===== src/rtl/dsr_pkg.sv =====
package dsr_pkg;

  localparam int DSR_RATIO_DFLT = 16;
  localparam int DSR_AUXDIV_DFLT = 4;

  // Sampled copy of the control pins, taken on every bit-clock edge.
  typedef struct packed {
    logic dat_en;
    logic wck_en;
    logic aux_en;
    logic aux_fast;
  } dsr_ctl_t;

endpackage


===== src/rtl/dsr_rst_sync.sv =====
module dsr_rst_sync (
  input  logic clk,
  input  logic rst_n,
  output logic rst_int_n
);
  logic [1:0] stg_q;
  logic [1:0] stg_d;

  always_comb begin
    stg_d = {stg_q[0], 1'b1};
  end

  always_ff @(posedge clk or negedge rst_n) begin
    if (!rst_n) stg_q <= '0;
    else        stg_q <= stg_d;
  end

  assign rst_int_n = stg_q[1];
endmodule


===== src/rtl/dsr_phase_ctr.sv =====
module dsr_phase_ctr #(
  parameter int CW = 4,
  parameter int AW = 6
) (
  input  logic clk,
  input  logic rst_n,
  output logic word_wrap,
  output logic frame_wrap,
  output logic nxt_word_hi,
  output logic nxt_frame_hi
);
  logic [AW-1:0] ph_q;
  logic [AW-1:0] ph_d;

  always_comb begin
    ph_d = ph_q + 1'b1;
  end

  always_ff @(posedge clk or negedge rst_n) begin
    if (!rst_n) ph_q <= '0;
    else        ph_q <= ph_d;
  end

  assign word_wrap    = &ph_q[CW-1:0];
  assign frame_wrap   = &ph_q;
  assign nxt_word_hi  = ph_d[CW-1];
  assign nxt_frame_hi = ph_d[AW-1];
endmodule


===== src/rtl/dsr_pack.sv =====
module dsr_pack #(
  parameter int W = 16
) (
  input  logic         clk,
  input  logic         rst_n,
  input  logic         sdin,
  input  logic         wrap,
  input  logic         dat_en,
  output logic [W-1:0] dout,
  output logic         vld
);
  logic [W-2:0] sh_q, sh_d;
  logic [W-1:0] dout_d;
  logic         vld_d;

  always_comb begin
    sh_d   = {sh_q[W-3:0], sdin};
    vld_d  = wrap;
    dout_d = dout;
    if (wrap) dout_d = dat_en ? {sh_q, sdin} : '0;
  end

  always_ff @(posedge clk or negedge rst_n) begin
    if (!rst_n) begin
      sh_q <= '0;
      dout <= '0;
      vld  <= 1'b0;
    end else begin
      sh_q <= sh_d;
      dout <= dout_d;
      vld  <= vld_d;
    end
  end

  p_vld_single_r2: assert property (@(posedge clk) disable iff (!rst_n)
    vld |=> !vld);
  p_hold_r3: assert property (@(posedge clk) disable iff (!rst_n)
    !vld |-> $stable(dout));
  p_mute_zero_r4: assert property (@(posedge clk) disable iff (!rst_n)
    (vld && !$past(dat_en)) |-> (dout == '0));
endmodule


===== src/rtl/dsr_clk_gate.sv =====
module dsr_clk_gate #(
  parameter bit SELECTABLE = 1'b0
) (
  input  logic clk,
  input  logic rst_n,
  input  logic load,
  input  logic en_in,
  input  logic sel_in,
  input  logic ph_fast,
  input  logic ph_slow,
  output logic clk_o
);
  logic en_q, en_d;
  logic sel_eff;
  logic out_d;

  generate
    if (SELECTABLE) begin : g_sel
      logic sel_q, sel_d;
      always_comb begin
        sel_d = load ? sel_in : sel_q;
      end
      always_ff @(posedge clk or negedge rst_n) begin
        if (!rst_n) sel_q <= 1'b1;
        else        sel_q <= sel_d;
      end
      assign sel_eff = sel_d;
    end else begin : g_fix
      logic unused_sel;
      assign unused_sel = sel_in ^ ph_slow;
      assign sel_eff    = 1'b1;
    end
  endgenerate

  always_comb begin
    en_d  = load ? en_in : en_q;
    out_d = en_d & (sel_eff ? ph_fast : ph_slow);
  end

  always_ff @(posedge clk or negedge rst_n) begin
    if (!rst_n) begin
      en_q  <= 1'b0;
      clk_o <= 1'b0;
    end else begin
      en_q  <= en_d;
      clk_o <= out_d;
    end
  end
endmodule


===== src/rtl/serial_deser16.sv =====
module serial_deser16 #(
  parameter int RATIO   = dsr_pkg::DSR_RATIO_DFLT,
  parameter int AUX_DIV = dsr_pkg::DSR_AUXDIV_DFLT
) (
  input  logic             clk_bit,
  input  logic             rst_n,
  input  logic             sdin,
  input  logic             mute_dat_n,
  input  logic             mute_wck_n,
  input  logic             mute_aux_n,
  input  logic             aux_fast,
  output logic [RATIO-1:0] dout,
  output logic             word_vld,
  output logic             wck_o,
  output logic             aux_ck_o
);
  import dsr_pkg::*;

  localparam int CW = $clog2(RATIO);
  localparam int AW = $clog2(RATIO * AUX_DIV);

  logic     rst_int_n;
  logic     word_wrap, frame_wrap, nxt_word_hi, nxt_frame_hi;
  dsr_ctl_t ctl_q, ctl_d;

  dsr_rst_sync u_rst (
    .clk       (clk_bit),
    .rst_n     (rst_n),
    .rst_int_n (rst_int_n)
  );

  always_comb begin
    ctl_d.dat_en   = mute_dat_n;
    ctl_d.wck_en   = mute_wck_n;
    ctl_d.aux_en   = mute_aux_n;
    ctl_d.aux_fast = aux_fast;
  end

  always_ff @(posedge clk_bit or negedge rst_int_n) begin
    if (!rst_int_n) ctl_q <= '0;
    else            ctl_q <= ctl_d;
  end

  dsr_phase_ctr #(.CW(CW), .AW(AW)) u_ph (
    .clk          (clk_bit),
    .rst_n        (rst_int_n),
    .word_wrap    (word_wrap),
    .frame_wrap   (frame_wrap),
    .nxt_word_hi  (nxt_word_hi),
    .nxt_frame_hi (nxt_frame_hi)
  );

  dsr_pack #(.W(RATIO)) u_pack (
    .clk    (clk_bit),
    .rst_n  (rst_int_n),
    .sdin   (sdin),
    .wrap   (word_wrap),
    .dat_en (ctl_q.dat_en),
    .dout   (dout),
    .vld    (word_vld)
  );

  dsr_clk_gate #(.SELECTABLE(1'b0)) u_wck (
    .clk     (clk_bit),
    .rst_n   (rst_int_n),
    .load    (word_wrap),
    .en_in   (ctl_q.wck_en),
    .sel_in  (1'b1),
    .ph_fast (nxt_word_hi),
    .ph_slow (1'b0),
    .clk_o   (wck_o)
  );

  dsr_clk_gate #(.SELECTABLE(1'b1)) u_aux (
    .clk     (clk_bit),
    .rst_n   (rst_int_n),
    .load    (frame_wrap),
    .en_in   (ctl_q.aux_en),
    .sel_in  (ctl_q.aux_fast),
    .ph_fast (nxt_word_hi),
    .ph_slow (nxt_frame_hi),
    .clk_o   (aux_ck_o)
  );

  p_wck_low_on_load_r5: assert property (@(posedge clk_bit) disable iff (!rst_int_n)
    word_vld |-> !wck_o);
  p_wck_fall_aligned_r10: assert property (@(posedge clk_bit) disable iff (!rst_int_n)
    $fell(wck_o) |-> word_vld);
  p_aux_fall_aligned_r10: assert property (@(posedge clk_bit) disable iff (!rst_int_n)
    $fell(aux_ck_o) |-> word_vld);
  p_clr_r9: assert property (@(posedge clk_bit)
    !rst_n |-> (dout == '0 && !word_vld && !wck_o && !aux_ck_o));
endmodule


===== config.mk =====
export PLATFORM = sky130hd
export DESIGN_NAME = serial_deser16
export DESIGN_NICKNAME = d
export VERILOG_FILES = /design/src/rtl/dsr_pkg.sv /design/src/rtl/dsr_rst_sync.sv /design/src/rtl/dsr_phase_ctr.sv /design/src/rtl/dsr_pack.sv /design/src/rtl/dsr_clk_gate.sv /design/src/rtl/serial_deser16.sv
export SDC_FILE = /design/constraint.sdc
export NUM_CORES = 1
export LEC_CHECK = 0
export BUFFER_PORTS_ARGS = -buffer_cell sky130_fd_sc_hd__buf_2
export CORE_ASPECT_RATIO = 0.75
export CORE_MARGIN = 3
export CORE_UTILIZATION = 35
export CTS_CLUSTER_DIAMETER = 50
export DETAILED_ROUTE_END_ITERATION = 8
export PLACE_DENSITY = 0.61
export SYNTH_ARGS = -nofsm -noshare
export SYNTH_HDL_FRONTEND = slang
export SYNTH_SLANG_ARGS = --single-unit

===== constraint.sdc =====
create_clock -name clk_bit -period 2.1 [get_ports clk_bit]
set_input_delay 0.105 -clock clk_bit [delete_from_list [all_inputs] [get_ports clk_bit]]
set_output_delay 0.105 -clock clk_bit [all_outputs]
set_load 0.05 [all_outputs]

After elaboration in Yosys (flattened, before gate mapping)

Cells that the tools add are included.

Input port bits: 7
Word-level logic and storage cells: 24
Register bits after elaboration: 49
Output and inout port bits: 19

Multiplexer cells: 5
Add/subtract/negate cells: 1
Reductions and logical operators: 2
Bitwise operators: 2

Operators with widths:

| kind                                         | count |
|---|---|
| two-way mux 16 bit                           | 1 |
| adder 6 x 1 -> 6 bit (second input constant) | 1 |
| AND reduction 6 bit                          | 1 |
| two-way mux 1 bit                            | 4 |
| AND reduction 4 bit                          | 1 |
| bitwise AND 1 bit                            | 2 |

Logic depth before layout (Yosys ltp)

Gate-level depths: netlist of the first run.

Depth in word-level cells: 4
Gate-level depth with buffers: 6
Mapped depth without buffers: 6

Hierarchy

A second synthesis of the first run with hierarchy kept.

Cells, all modules: 122
Area total of the unflattened synthesis: 1,686.6 um^2

Modules (own cells, without submodules):

| module                | instances | sequential area each (um^2) | cells an instance | area an instance (um^2) |
|---|---|---|---|---|
| dsr_pack              | 1         | 800.8                       | 85                | 1,092.3 |
| dsr_phase_ctr         | 1         | 150.1                       | 17                | 232.7 |
| dsr_clk_gate at u_aux | 1         | 76.3                        | 7                 | 126.4 |
| serial_deser16        | 1         | 100.1                       | 6                 | 107.6 |
| dsr_clk_gate at u_wck | 1         | 50.0                        | 4                 | 73.8 |
| dsr_rst_sync          | 1         | 50.0                        | 3                 | 53.8 |

Least setup slack after synthesis of the first run

Ideal clock, no wire load.

Path kind: flip-flop to flip-flop
From: reg u_ph.ph_q[0]
To: reg u_aux.clk_o
Data required time: 2,001 ps
Slack: 715 ps
Path buffers: 0
Library setup time: 99 ps
Arrival time: 1,286 ps
Cell stages (with the launch flop): 7
Clock period less this slack: 1,385 ps
Cells stage by stage: dfrtp_1 ha_1 nand3_2 clkinv_1 nand4_1 a21oi_1 a311oi_1

Word-level cells in the longest chain between the ends: 4
Elaborated cells between the ends (all ways): 6
Those cells by class: add/sub (1); mux (3); bitwise (1); reduce/logical (1)

Ends and longest elaborated chain:

| what                                                                         | line                | source |
|---|---|---|
| start, declared                                                              | dsr_phase_ctr.sv:12 | `logic [AW-1:0] ph_q;` |
| start signal, assigned                                                       | dsr_phase_ctr.sv:21 | `else ph_q <= ph_d;` |
| parallel branches: the longest is 3 deep, another holds adder 6 x 1 -> 6 bit | -                   |  |
| bitwise AND 1 bit (*)                                                        | dsr_clk_gate.sv:37  | `out_d = en_d & (sel_eff ? ph_fast : ph_slow);` |
| named net u_aux.out_d                                                        | dsr_clk_gate.sv:15  | `logic out_d;` |
| end signal, assigned                                                         | dsr_clk_gate.sv:46  | `clk_o <= out_d;` |
| end, declared                                                                | dsr_clk_gate.sv:11  | `output logic clk_o` |

Mark *: on every way through the listed nets, which the timed path passes.
A chain may end at the register's enable or synchronous reset.

Final worst setup path of the first run

Ends and elaborated chain as after synthesis.

==> metrics.cfg, run 1 <==
[die]
fp.dieW_um=84.45
die_y_um=64.84
die-area_um2=5475
ios=26
core_um2=4254
rows=20
start_util=0.3797

[final_layout]
final_common_cell=dfrtp_1
final_design_area_no_fill_um2=1984
areaGrowthSynthToFinish_pct=22.85
fillerInstances=412
multi_input_area_um2=345.3
nNetsFinal=173
fin_cells=221
final_core_util=0.4665
n_antenna_cell=0
regArea_um2=1229
layout-drive-gt1-share=0.2410
mostFrequentLayoutCells=dfrtp_1, nand2_1, buf_2

[critical_path]
r2r-end=u_aux.clk_o$_DFF_PN0_
critical_path_class=register to register
cp.depth=5
setup.worst_path.start=u_ph.ph_q[0]$_DFF_PN0_
worst_path_max_delay_cell=o21ai_0
crit_path_start_kind=register
crit_arrival_ns=1.84
crit_chain=ha_1, nand3_2, o21ai_0, a21oi_1, a311oi_1
cp_top_family=compound AO/OA/AOI/OAI gates
cpPeakStageDelay_ns=0.39
rrSetupSlack_ns=0.46
cp-endpoint=u_aux.clk_o$_DFF_PN0_
worstRegToRegCells=5
worstPathMaxFanout=11
required_ns=2.30
path_buf_inv=0
crit_path_end_kind=register
rr_startpoint=u_ph.ph_q[0]$_DFF_PN0_

[timing]
min_period_ns=1.636
fmax_mhz=611.2
rsz0062_at_grt=false
timing.slew.headroom=0.6349
finClkSkew_ns=0.008948
hold_viol=0
setup_ws_ns=0.4638
tns_ns=0
setup_viol=0
holdWs_ns=0.1151
maxSlewViolCount=0
tightestPinTransition_ns=0.5476
finalCritPeriodShare=0.7791

[clocking]
cts_max_level=2
hold_buffers=6
cts.sinks=49
path_clk_slew_ns=0.09
cts_buffer_depth=2
cts.repair.resized=0
cts_tree=built
clk_latency_ns=0.30
numCtsBuffers=5
post-cts-setup-buffer-count=0
cts_root_buf=clkbuf_8

[flow_run]
cap_violations=0

[logic_synthesis]
syn_area_um2=1615
syn_nets=136
yosysSeqAreaShare=0.7599
synth-seq-cells=49
synth_area_per_cell_um2=12.62
ys_types=22
synthCells=128
yosys_warnings=0

[detailed_routing]
drc=0
vias=984
routed_wl_um=2742
drt-wirelength-per-cell_um=12.41
drtIter0Drc=70
viasPerCell=4.452
antenna_left=0
drtPass1Iterations=4

[placed_design]
gp_congestion=0.7634
dp.cells=207
dp_hpwl_um=1957
port-buffer-count=25
pre_cts_ws_ns=0.4784
dpl_cell_area_um2=1813

[grt]
grt_max_degree=28
antenna_found_initial=0
first_global_vias=1048
grt_overflow=0
grt_pass1_wl_um=4795
grt_use_total=0.1131

[power]
pwr-share-clk=0.367
switching_share=0.2296
seqPwrFrac=0.569
ir_drop_uv=453.8
power_density_nw_per_um2=894.2
p_leak_nw=1.016
p_int_mw=1.367
p_total_mw=1.775
power_frac_comb=0.063
p_sw_uw=407.4

[outcome]
status=finished clean

[min_path]
hold_path_class=input pin to asynchronous set/reset pin

[synth_stat cells (all sizes together)]
master / count / area [um^2]
conb: 1 / 3.750
o21ai: 1 / 5.000
nand3: 18 / 95.09
nor2: 2 / 15.01
nand4: 1 / 6.260
and2: 1 / 6.260
xnor2: 3 / 26.28
a21oi: 1 / 5.000
mux2i: 1 / 10.01
clkbuf: 3 / 11.26
nand2: 38 / 142.6
inv: 3 / 11.26
clkinv: 1 / 3.750
buf: 2 / 16.26
ha: 1 / 12.51
xor2: 1 / 8.760
dfstp: 1 / 26.28
a311oi: 1 / 8.760
dfrtp: 48 / 1201
[routing by layer]
layer | global-route usage | wire (um) | vias up
met1 | 0.1423 | 1316 | 473
li1 | - | - | 481
met3 | 0.04447 | 167 | 6
met2 | 0.1752 | 1216 | 24
met5 | 0 | 0 | -
met4 | 0.04743 | 42 | 0
[worst min path at each step]
stage	slack, ns	depth (start not counted)	end	startpoint
detailed placement	-0.10	1	u_rst.stg_q[0]$_DFF_PN0_	rst_n
global placement	-0.11	1	u_rst.stg_q[0]$_DFF_PN0_	rst_n
global route	0.12	2	u_rst.stg_q[0]$_DFF_PN0_	rst_n
finish	0.12	2	u_rst.stg_q[0]$_DFF_PN0_	rst_n
CTS	0.10	2	u_rst.stg_q[1]$_DFF_PN0_	rst_n
floorplan	-0.19	0	u_rst.stg_q[0]$_DFF_PN0_	rst_n
[power groups by stage]
stage,registers (mW),logic (mW),clock network (mW)
after floorplan,1.08,0.0156,0
after global placement,1.03,0.104,0
after detailed placement,1.03,0.105,0
after CTS,1.01,0.114,0.674
after global routing,1.02,0.121,0.721
final,1.01,0.112,0.652
[registers in the layout, indices dropped and copies added (netlist names)]
| name | flops |
|---|---|
| u_pack.vld | 1 |
| u_wck.clk_o | 1 |
| u_ph.ph_q | 6 |
| u_pack.dout | 16 |
| ctl_q | 4 |
| u_aux.clk_o | 1 |
| u_aux.en_q | 1 |
| u_rst.stg_q | 2 |
| u_pack.sh_q | 15 |
| u_aux.g_sel.sel_q | 1 |
| u_wck.en_q | 1 |
[cell families (layout without fill, tap and decap cells)]
group,after synthesis,count (layout),synth area share
buf+inv,9,47,0.02633
fa+ha+maj,1,1,0.007745
simple gates,60,60,0.1642
xor+xnor,4,4,0.02169
mux,1,1,0.006197
flops,49,49,0.7599
compound gates,3,3,0.01161
other cells,1,1,0.002322
[worst reg2reg max path: stages, from the launching register on]
cell      delay, ns
dfrtp_1        0.38
ha_1           0.21
nand3_2        0.24
o21ai_0        0.39
a21oi_1        0.12
a311oi_1       0.21
[cell type report]
| class | count | area share |
|---|---|---|
| clock buffers | 6 | 0.03657 |
| inverters | 4 | 0.007566 |
| repair buffers | 35 | 0.1084 |
| clock inverters | 2 | 0.01955 |
| multi-input cells | 70 | 0.1740 |
| well taps | 55 | 0.03468 |
| flip-flops and latches | 49 | 0.6192 |
Note: power is estimated with default switching activity, not from simulation.
==> inputs of run 2 (changes only) <==
clock period = 1.6 ns   (was 2.1 ns; I/O delays follow)
==> metrics.cfg, run 2 (synthesis results as in run 1) <==
[outcome]
status=finished clean

[critical_path]
worstPathMaxFanout=5  ; -6
crit_path_end_kind=register
crit_arrival_ns=1.62  ; -0.22 ns
crit_path_start_kind=register
cpPeakStageDelay_ns=0.41  ; +0.02 ns
worst_path_max_delay_cell=dfrtp_1
crit_chain=ha_1, nand3_2, inv_2, nand4_1, a21oi_1, a311oi_1
critical_path_class=register to register
required_ns=1.79  ; -0.51 ns

[die]
die-area_um2=5475  ; unchanged
die_y_um=64.84  ; unchanged
ios=26  ; unchanged
rows=20  ; unchanged
core_um2=4254  ; unchanged
fp.dieW_um=84.45  ; unchanged
start_util=0.3797  ; unchanged

[grt]
grt_max_degree=24  ; -14%
antenna_found_initial=0  ; unchanged
grt_use_total=0.1199  ; +0.006755
first_global_vias=1086  ; +3.6%
grt_overflow=0  ; unchanged
grt_pass1_wl_um=5037  ; +5.0%

[min_path]
hold_path_class=input pin to asynchronous set/reset pin

[timing]
setup_viol=0  ; unchanged
hold_viol=0  ; unchanged
tns_ns=0  ; unchanged
maxSlewViolCount=0  ; unchanged
timing.slew.headroom=0.6589  ; +0.02397
finClkSkew_ns=0.005150  ; -0.003798 ns
holdWs_ns=0.08673  ; -0.02841 ns
finalCritPeriodShare=0.8922  ; +0.1131
rsz0062_at_grt=false
fmax_mhz=700.5  ; +15%
tightestPinTransition_ns=0.5117  ; -0.03595 ns
min_period_ns=1.428  ; -0.2086 ns

[detailed_routing]
drtIter0Drc=45  ; -36%
antenna_left=0  ; unchanged
vias=995  ; +1.1%
drt-wirelength-per-cell_um=12.48  ; +0.60%
drtPass1Iterations=4  ; unchanged
drc=0  ; unchanged
viasPerCell=4.482  ; +0.66%
routed_wl_um=2771  ; +1.1%

[clocking]
post-cts-setup-buffer-count=0  ; unchanged
cts.sinks=49  ; unchanged
cts_root_buf=clkbuf_8
cts_tree=built
cts_max_level=2  ; unchanged
path_clk_slew_ns=0.08  ; about the same
numCtsBuffers=5  ; unchanged
cts_buffer_depth=2  ; unchanged
clk_latency_ns=0.29  ; about the same

[power]
p_int_mw=1.639  ; +20%
pwr-share-clk=0.313  ; -0.054
switching_share=0.2372  ; +0.007617
seqPwrFrac=0.617  ; +0.048
p_total_mw=2.149  ; +21%
p_sw_uw=509.9  ; +25%
power_frac_comb=0.071  ; +0.008
power_density_nw_per_um2=1087  ; +22%
p_leak_nw=1.016  ; about the same
ir_drop_uv=462.8  ; +2.0%

[placed_design]
port-buffer-count=25  ; unchanged
dp_hpwl_um=1954  ; -0.15%
gp_congestion=0.7764  ; +1.7%

[final_layout]
areaGrowthSynthToFinish_pct=22.39
reg.largest.list=u_pack.dout: 16 flops, u_pack.sh_q: 15 flops, u_ph.ph_q: 6 flops
largest_reg_flops=16  ; unchanged
n_antenna_cell=0  ; unchanged
top_register=u_pack.dout
mostFrequentLayoutCells=dfrtp_1, nand2_1, buf_2
nNetsFinal=174  ; +0.58%
final_common_cell=dfrtp_1
layout-drive-gt1-share=0.2455  ; +0.004545

[flow_run]
cap_violations=0  ; unchanged

## run 2: critical path, delay by kind of cell (launching register included)
| kind | cells | cell delay, ns |
|---|---|---|
| AO/OA/AOI/OAI | 2 | 0.29 |
| flip-flops | 1 | 0.41 |
| buffers and inverters | 1 | 0.07 |
| adder cells (fa/ha/maj) | 1 | 0.24 |
| AND/OR/NAND/NOR | 2 | 0.32 |
## run 2: final timing paths
path                                               start                    endpoint  slack, ns  cells past startpoint
worst max-delay path              u_ph.ph_q[0]$_DFF_PN0_       u_aux.clk_o$_DFF_PN0_       0.17                      6
worst min-delay path                               rst_n    u_rst.stg_q[1]$_DFF_PN0_       0.09                      2
worst max register to register    u_ph.ph_q[0]$_DFF_PN0_       u_aux.clk_o$_DFF_PN0_       0.17                      6
worst min register to register  u_rst.stg_q[1]$_DFF_PN0_  u_pack.dout[3]$_DFFE_PN0N_       0.24                      0
max in group asynchronous       u_rst.stg_q[1]$_DFF_PN0_      u_ph.ph_q[3]$_DFF_PN0_       0.86                      1
min in group clk_bit            u_rst.stg_q[0]$_DFF_PN0_    u_rst.stg_q[1]$_DFF_PN0_       0.35                      0
## run 2: area by class of cell
type	instances	area [um^2]
flip-flops and latches	49	1229
multi-input cells	70	349.1
well taps	55	68.82
inverters	4	15.01
fillers	409	2277
clock buffers	8	80.08
repair buffers	36	235.2
## run 2: power groups by stage
stage	sequential, mW	combinational [mW]	clock (mW)
4_1_cts	1.33	0.154	0.698
3_5_place_dp	1.35	0.143	0
6_report	1.33	0.152	0.672
2_1_floorplan	1.42	0.0205	0
3_3_place_gp	1.35	0.141	0
5_1_grt	1.34	0.164	0.753
## run 2: what timing repair did
item,in CTS,in global routing
endpoints found under the hold margin,7,0
setup endpoints to repair,0,2
hold buffers,6,0
resized for setup,0,3
## run 2: metal layers
layer,part of all wire,wire (um),GRT usage,vias up
li1,-,-,-,477
met3,0.053,147,0.03685,2
met1,0.44,1229,0.1411,493
met2,0.50,1384,0.2067,23
met5,0,0,0,-
met4,0.0029,8,0.04743,0
## run 2: through the flow
step	setup WS (ns)	instance area (um^2)	cells	util
after floorplan	0.1369	1615	128	-
after global placement	0.2092	1833	208	0.4309
after detailed placement	0.09971	1833	208	0.4309
after CTS	0.06926	1973	222	0.4638
after global routing	0.005066	1977	222	0.4647
final	0.1724	1977	222	0.4647
==> inputs of run 3 (changes only) <==
SETUP_SLACK_MARGIN = 0.4   (was default)
==> metrics.cfg, run 3 (synthesis results as in run 1) <==
[outcome]
status=finished clean

[placed_design]
port-buffer-count=25  ; unchanged
pre_cts_ws_ns=0.2311  ; +0.1314 ns
gp_congestion=0.7498  ; -3.4%
dp_hpwl_um=2018  ; +3.3%

[detailed_routing]
drc=0  ; unchanged
vias=1009  ; +1.4%
top_layer=met4
drtPass1Iterations=5  ; +1
drt-met1-wl_um=1380  ; +12%
drtIter0Drc=50  ; +11%
routed_wl_um=2965  ; +7.0%
dr_wl_met2_um=1385  ; about the same
dr_wl_met3_um=166  ; +13%
antenna_left=0  ; unchanged
drt-wirelength-per-cell_um=13.18  ; +5.6%
viasPerCell=4.484  ; about the same

[critical_path]
required_ns=1.79  ; about the same
crit_chain=ha_4, nand3_4, clkinv_4, buf_12, nand2_1, nand2_1, and2_1
rrSetupSlack_ns=0.27  ; +0.10 ns
crit_path_end_kind=register
crit_path_frequent_cell=nand2_1
crit_arrival_ns=1.52  ; -0.10 ns
crit_path_start_kind=register
worst_path_max_delay_cell=dfrtp_1
worstPathMaxFanout=14  ; +9
critical_path_class=register to register
cpPeakStageDelay_ns=0.42  ; about the same

[timing]
rsz0062_at_grt=true
maxSlewViolCount=0  ; unchanged
tns_ns=0  ; unchanged
tightestPinTransition_ns=0.5174  ; +0.005676 ns
timing.slew.headroom=0.6551  ; -0.003784
finClkSkew_ns=0.006078  ; +0.0009273 ns
hold_viol=0  ; unchanged
holdWs_ns=0.08052  ; -0.006209 ns
setup_viol=0  ; unchanged
setup_ws_ns=0.2709  ; +0.09846 ns
min_period_ns=1.329  ; -0.09846 ns
finalCritPeriodShare=0.8307  ; -0.06154
fmax_mhz=752.4  ; +7.4%

[die]
core_um2=4254  ; unchanged
ios=26  ; unchanged
die-area_um2=5475  ; unchanged
fp.dieW_um=84.45  ; unchanged
rows=20  ; unchanged
start_util=0.3797  ; unchanged
die_y_um=64.84  ; unchanged

[clocking]
cts_max_level=2  ; unchanged
cts_tree=built
numCtsBuffers=5  ; unchanged
cts_buffer_depth=2  ; unchanged
path_clk_slew_ns=0.09  ; about the same
cts_root_buf=clkbuf_8
cts.sinks=49  ; unchanged
clk_latency_ns=0.30  ; about the same

[grt]
grt_max_degree=23  ; -4.2%
grt_use_total=0.1245  ; +0.004628
antenna_found_initial=0  ; unchanged
grt_pass1_wl_um=5299  ; +5.2%
grt_overflow=0  ; unchanged
first_global_vias=1153  ; +6.2%

[power]
power_density_nw_per_um2=1179  ; +8.5%
p_total_mw=2.488  ; +16%
p_leak_nw=1.067  ; +5.1%
ir_drop_uv=439.2  ; -5.1%

[final_layout]
top_register=u_pack.dout
final_core_util=0.4959  ; +0.03118
mostFrequentLayoutCells=dfrtp_1, nand2_1, buf_2
nNetsFinal=177  ; +1.7%
areaGrowthSynthToFinish_pct=30.60
layout-drive-gt1-share=0.3118  ; +0.06626
final_common_cell=dfrtp_1
largest_reg_flops=16  ; unchanged
n_antenna_cell=0  ; unchanged
reg.largest.list=u_pack.dout: 16 flops, u_pack.sh_q: 15 flops, u_ph.ph_q: 6 flops

[flow_run]
cap_violations=0  ; unchanged

[min_path]
hold_path_class=input pin to asynchronous set/reset pin

==> run 3: worst max-delay path, delay by kind of cell, from the launching register on <==
family / cells / cell delay, ns
fa+ha+maj: 1 / 0.18
simple gates: 4 / 0.39
buf+inv: 2 / 0.23
flops: 1 / 0.42
==> run 3: worst paths after layout <==
check | endpoint | depth (start not counted) | start
min reg2reg | u_pack.sh_q[1]$_DFF_PN0_ | 0 | u_rst.stg_q[1]$_DFF_PN0_
max reg2reg | u_wck.clk_o$_DFF_PN0_ | 7 | u_ph.ph_q[0]$_DFF_PN0_
max in group asynchronous | u_pack.dout[12]$_DFFE_PN0N_ | 1 | u_rst.stg_q[1]$_DFF_PN0_
min in group clk_bit | u_rst.stg_q[1]$_DFF_PN0_ | 0 | u_rst.stg_q[0]$_DFF_PN0_
max | u_wck.clk_o$_DFF_PN0_ | 7 | u_ph.ph_q[0]$_DFF_PN0_
min | u_rst.stg_q[0]$_DFF_PN0_ | 2 | rst_n
==> run 3: final cells by class <==
class                   instances  area, um^2
fillers                       409        2145
flip-flops and latches         49        1229
multi-input cells              70       392.9
repair buffers                 39       265.3
clock buffers                   5       68.82
well taps                      55       68.82
clock inverters                 3       65.06
inverters                       4       20.02
==> run 3: what timing repair did <==
action / in CTS / in global routing
endpoints found under the hold margin: 7 / 0
gates cloned: 0 / 0
setup endpoints to repair: 18 / 22
setup buffers: 3 / 1
hold buffers: 6 / 0
pin swaps: 2 / 4
gates resized for setup: 3 / 8
==> run 3: through the flow <==
step / area [um^2] / cells
final: 2110 / 225
after CTS: 2066 / 224
after global placement: 1838 / 207
after floorplan: 1643 / 128
after global routing: 2110 / 225
after detailed placement: 1838 / 207
==> run 3: where the power goes <==
part	internal [mW]	switching, mW	leakage [nW]
clock	0.620	0.392	0.0681
sequential	1.29	0.0355	0.597
combinational	0.0398	0.114	0.402
total	1.95	0.542	1.07
==> run 3: per-layer routing <==
layer	global-route usage	vias up
li1	-	492
met1	0.1563	491
met2	0.1959	22
met3	0.04574	4
met4	0.05138	0
met5	0	-
